$ cat src/rtl/mulslice_pkg.sv
package mulslice_pkg;

  localparam int MAX_STAGES = 8;

  typedef struct packed {
    logic [MAX_STAGES:0] load;
  } stageStrobe_t;

  function automatic int treeDepth(input int slices);
    return $clog2(slices);
  endfunction

  function automatic int levelCount(input int slices, input int level);
    int n;
    n = slices;
    for (int i = 0; i < level; i++) n = (n + 1) / 2;
    return n;
  endfunction

endpackage

$ cat src/rtl/mulslice_unit.sv
module mulslice_unit #(
  parameter int SLICE_W = 8,
  parameter int OP_W    = 32
) (
  input  logic [SLICE_W-1:0]      aSlice,
  input  logic [OP_W-1:0]         bFull,
  output logic [SLICE_W+OP_W-1:0] prod
);
  localparam int PW = SLICE_W + OP_W;
  assign prod = PW'(aSlice) * PW'(bFull);
endmodule

$ cat src/rtl/mulslice_ctrl.sv
module mulslice_ctrl
  import mulslice_pkg::*;
#(
  parameter int STAGES = 2
) (
  input  logic         clk,
  input  logic         rst_n,
  input  logic         inValid,
  output stageStrobe_t strobe,
  output logic         outValid
);
  logic [STAGES:0] validPipe;

  always_ff @(posedge clk or negedge rst_n) begin
    if (!rst_n) begin
      validPipe <= '0;
    end else begin
      validPipe[0] <= inValid;
      for (int k = 1; k <= STAGES; k++) validPipe[k] <= validPipe[k-1];
    end
  end

  always_comb begin
    strobe = '0;
    strobe.load[0] = inValid;
    for (int k = 1; k <= STAGES; k++) strobe.load[k] = validPipe[k-1];
  end

  assign outValid = validPipe[STAGES];
endmodule

$ cat src/rtl/mulslice_dp.sv
module mulslice_dp
  import mulslice_pkg::*;
#(
  parameter int SLICES  = 4,
  parameter int SLICE_W = 8
) (
  input  logic                          clk,
  input  logic                          rst_n,
  input  stageStrobe_t                  strobe,
  input  logic [SLICES*SLICE_W-1:0]     opA,
  input  logic [SLICES*SLICE_W-1:0]     opB,
  output logic [2*SLICES*SLICE_W-1:0]   prod
);
  localparam int OP_W   = SLICES * SLICE_W;
  localparam int PW     = 2 * OP_W;
  localparam int STAGES = treeDepth(SLICES);

  logic [SLICES-1:0][PW-1:0] sliceProd;
  logic [STAGES:0][SLICES-1:0][PW-1:0] lvl;
  logic unusedLoad;
  logic unusedLvl;

  for (genvar i = 0; i < SLICES; i++) begin : g_slice
    logic [SLICE_W+OP_W-1:0] raw;
    logic [PW-1:0] ext;
    mulslice_unit #(.SLICE_W(SLICE_W), .OP_W(OP_W)) u_unit (
      .aSlice(opA[i*SLICE_W +: SLICE_W]),
      .bFull (opB),
      .prod  (raw)
    );
    assign ext = PW'(raw);
    assign sliceProd[i] = ext << (i * SLICE_W);
  end

  always_ff @(posedge clk or negedge rst_n) begin
    if (!rst_n) begin
      lvl <= '0;
    end else begin
      if (strobe.load[0]) lvl[0] <= sliceProd;
      for (int k = 1; k <= STAGES; k++) begin
        if (strobe.load[k]) begin
          for (int j = 0; j < SLICES; j++) begin
            if (j < (levelCount(SLICES, k-1) + 1) / 2) begin
              if (j + (levelCount(SLICES, k-1) + 1) / 2 < levelCount(SLICES, k-1))
                lvl[k][j] <= lvl[k-1][j] + lvl[k-1][j + (levelCount(SLICES, k-1) + 1) / 2];
              else
                lvl[k][j] <= lvl[k-1][j];
            end else begin
              lvl[k][j] <= '0;
            end
          end
        end
      end
    end
  end

  assign prod       = lvl[STAGES][0];
  assign unusedLoad = ^strobe.load;
  assign unusedLvl  = ^lvl;
endmodule

$ cat src/rtl/mulslice_top.sv
module mulslice_top
  import mulslice_pkg::*;
#(
  parameter int SLICES  = 4,
  parameter int SLICE_W = 8
) (
  input  logic                        clk,
  input  logic                        rst_n,
  input  logic                        inValid,
  input  logic [SLICES*SLICE_W-1:0]   inA,
  input  logic [SLICES*SLICE_W-1:0]   inB,
  output logic                        outValid,
  output logic [2*SLICES*SLICE_W-1:0] outProd
);
  localparam int STAGES = treeDepth(SLICES);

  stageStrobe_t strobe;

  mulslice_ctrl #(.STAGES(STAGES)) u_ctrl (
    .clk     (clk),
    .rst_n   (rst_n),
    .inValid (inValid),
    .strobe  (strobe),
    .outValid(outValid)
  );

  mulslice_dp #(.SLICES(SLICES), .SLICE_W(SLICE_W)) u_dp (
    .clk   (clk),
    .rst_n (rst_n),
    .strobe(strobe),
    .opA   (inA),
    .opB   (inB),
    .prod  (outProd)
  );
endmodule

$ cat config.mk
export PLATFORM = sky130hd
export DESIGN_NAME = mulslice_top
export DESIGN_NICKNAME = d
export VERILOG_FILES = /design/src/rtl/mulslice_pkg.sv /design/src/rtl/mulslice_unit.sv /design/src/rtl/mulslice_ctrl.sv /design/src/rtl/mulslice_dp.sv /design/src/rtl/mulslice_top.sv
export SDC_FILE = /design/constraint.sdc
export NUM_CORES = 2
export LEC_CHECK = 0
export BUFFER_PORTS_ARGS = -buffer_cell sky130_fd_sc_hd__buf_4
export CAP_MARGIN = 20
export CORE_MARGIN = 2
export CORE_UTILIZATION = 43
export CTS_CLUSTER_SIZE = 40
export DETAILED_ROUTE_END_ITERATION = 10
export GPL_TIMING_DRIVEN = 0
export PLACE_DENSITY = 0.7
export SETUP_SLACK_MARGIN = 0.1
export SLEW_MARGIN = 25
export SYNTH_ARGS = -nofsm -noshare
export SYNTH_HDL_FRONTEND = slang
export SYNTH_SLANG_ARGS = --single-unit
$ cat constraint.sdc
create_clock -name clk -period 5.4 [get_ports clk]
set_input_delay 0.27 -clock clk [delete_from_list [all_inputs] [get_ports clk]]
set_output_delay 0.27 -clock clk [all_outputs]
set_load 0.005 [all_outputs]
==> impl_results.md <==
* Status: completed
* Synth cell types at 89
* Remaining global-route overflow at 0
* First-pass GRT wire length at roughly 240000 microns
* Routed WL per cell at ~23 microns
* Fmax at around 190 MHz
* Leak at 0.0266 uW
* Drc violations at 0
* Initial Utilization at 0.435
* Final wirelength at ~160000 microns
* Critical path class: in2reg
* Top FF cell, synth: dfrtp_1
* Overall Global Routing Usage at 0.271
* Yosys warnings at 0
* Minimum clock period at 5.27 ns
* Core Rows at 124
* Post-route ant nets at 0
* First drt pass iteration count at 6
* Most common cell in the netlist: and2_1
* I/O Pins at 132
* Max layer used: met5
* Via-to-Cell Ratio at 5.55
* Rel. slew slack at 0.253
* Setup Skew at 0.0268 ns
* Number of antenna violations at the first check in global routing at 10
* Crit-path cells: buf_4, clkbuf_16, and2_1, fa_1, fa_1, fa_1, inv_1, fa_1, inv_1, ha_4, and3_4, a22oi_2, nor2_1, o32a_1, a22oi_2, buf_4, o2111ai_2, o2111a_2, a211o_4, xnor2_4, mux2_2
* M1 WL at 66900 microns
* Final worst slack at roughly 0.13 ns
* Met2 WL post-DR at 70300 microns
* Vias at approximately 39000
* Post-Route Setup TNS at 0 ns
* Top-area cell type share of the netlist area at 0.290
* Top area cells in the synthesized netlist: fa_1 29%, dfrtp_1 17%, and2_1 10%
* Clock Tree Root: clkbuf_16
* DIE WIDTH at 344 microns
* Nets at 6613
* Crit path launch type: input pin
* Power density cells at 638 mW/mm^2
* Number of fill cells at roughly 11000
* Max-cap viol count at 0
* Routability cong. at 1.02
* Setup WS pre-CTS at -1.42 ns
* Worst path most repeated cell: fa_1
* Post-synth EDFFs at 0
* Synth cell count leaders: 811 x and2_1, 723 x fa_1, 694 x inv_1, 384 x nand2_1, 340 x dfrtp_1
* Seq/Total Area, Yosys at 0.171
* Mapped cell area at about 0.05 sq mm
* Worst Path Arrival at 5.74 ns
* RSZ-0062 raised after global routing: yes
* CP max stage cell: fa_1
* Post-Syn Nets at ~6400
* Detailed router's first-iteration violation count at 3109
* Clock transition at path regs at ~0.080 ns
* Port Buf Inserts at 131
* Die height at 344 microns
* Core footprint at about 0.11 sq mm
* Cells after synthesis at 5296
* Clk Latency, worst-skew pair at 0.58 ns
* Slew Limit Fails at 0
* Synth area leader: fa_1
* Worst Path Required at 5.87 ns
* Final Hold Vio Count at 0
* DR WL met3 at 14100 microns
* Peak supply drop at 0.450 mV
* Final Cycle Share at 0.976
* CP max FO at 10
* Actual slew at the worst max-slew pin at ~1.1 ns
* Num CTS Buffers at 38
* Max clock buf depth at 3
* Syn avg cell area at 9.41 sq um
* # setup viols final at 0
* Hpwl dp at 131000 microns
* Yosys reg bits at 340
* Peak per-stage delay on the critical path at 0.61 ns
* Crit path capture type: register
* Vias in the first global route at 39700
* Synth async-reset ratio at 1.00
* Largest net degree at the start of global routing at 94
* Die ar. at 0.119 sq mm
* CTS tree: done
* Area growth from synthesis to layout at 11.1%
* H-tree levels at 2
* CTS sink cnt at 340
* Hold Crit Class: in2async
* Layout cell share with drive strength beyond 1 at 0.136
## through the flow
step	cells	hold slack [ns]	instance area, sq um	total power [uW]	util
final	7031	0.145	55400	35300	0.483
after CTS	7020	0.127	54900	34000	0.479
after global routing	7026	0.151	55400	38000	0.483
after global placement	6939	0.358	52700	29800	0.460
after floorplan	5296	-0.0256	49800	22400	-
after detailed placement	6943	0.155	52800	30300	0.461
## layout by cell type, fill, tap and decap left out, types with 9 or more instances in the layout
master     synthesis  final
a31oi_1           30     26
nor2_1           175    175
xnor2_2            0     12
o21a_1            29     29
nor2b_1           29     29
nand2b_1          24     24
bufinv_16          0     11
buf_4             64    216
mux2_2           228    228
o21bai_1          29     29
clkbuf_8           0     16
clkbuf_1         261    119
nor3_1            39     38
o211ai_1          20     20
buf_2              1     21
a21o_1           128    128
o21ai_0          109    108
o21ai_1           17     12
nand2_1          384    382
a21oi_1          256    248
xor2_1            70     64
inv_1            694    694
ha_1             337    330
clkbuf_4           0     27
o31ai_1           17     16
and2_1           811    811
o2bb2ai_1          9      9
a211oi_1          25     22
or3_1             13     13
nand4_1           29     29
and3_1            28     27
fa_1             723    723
clkbuf_16          0     39
clkbuf_2           0     72
xnor2_1          164    151
nand3_1           44     44
dfrtp_1          340    340
## cell type report
| class | count | area [sq um] | area share |
|---|---|---|---|
| inverter | 695 | 2610 | 0.0471 |
| clock inverter | 24 | 469 | 0.00847 |
| buffer | 332 | 1910 | 0.0345 |
| sequential | 340 | 8510 | 0.154 |
| antenna | 5 | 12.5 | 0.000226 |
| tap | 1512 | 1890 | 0.0342 |
| multi-input combinational | 3926 | 37700 | 0.681 |
| clock buffer | 44 | 1010 | 0.0183 |
| timing repair buffer | 153 | 1240 | 0.0224 |
## logic make-up after synthesis
kind of cell    synth area share
fa+ha+maj                  0.375
xor+xnor                  0.0411
mux                       0.0521
flops                      0.171
buf+inv                   0.0824
compound gates             0.104
simple gates               0.175
## worst max-delay path: cells and delay by family
family	cells	cell delay [ns]
buffers and inverters	5	0.67
AOI/OAI and AO/OA	6	1.52
adders and majority gates	5	2.33
xor gates and xnor gates	1	0.19
muxes	1	0.29
and+or+nand+nor	3	0.45
## power breakdown
part	total (uW)	internal [uW]	switching (uW)
Sequential	4920	3880	1040
Combinational	27300	11300	16000
Clock	3070	1900	1170
## path summary, 6_finish.rpt
| check | from | to | slack, ns | cells after the start |
|---|---|---|---|---|
| hold reg to reg | u_ctrl.validPipe[1] | u_ctrl.validPipe[2] | 0.37 | 0 |
| setup reg to reg | u_dp.lvl[264] | u_dp.prod[62] | 1.74 | 13 |
| hold / removal | rst_n | u_dp.lvl[36] | 0.15 | 2 |
| setup / recovery | inA[23] | u_dp.lvl[175] | 0.13 | 21 |
| max in group asynchronous | rst_n | u_dp.lvl[377] | 3.81 | 5 |
| min in group clk | inB[0] | u_dp.lvl[0] | 0.32 | 4 |
## timing repair
item	CTS	global route
endpoints found under the hold margin	102	0
buffers inserted	7	9
hold buffers	2	0
gates resized for setup	184	179
pin swaps	13	18
setup endpoints to repair	67	49
## flip-flops by register name (all words and copies together), names as in the netlist
name              flops
u_ctrl.validPipe      3
u_dp.lvl            273
u_dp.prod            64
## routing by layer
metal | GRT usage | vias up
met5 | 0 | -
met4 | 0.117 | 8
met3 | 0.0526 | 367
met2 | 0.423 | 1657
met1 | 0.366 | 19700
li1 | - | 17300
No activity file was read; power rests on OpenSTA's default activity.
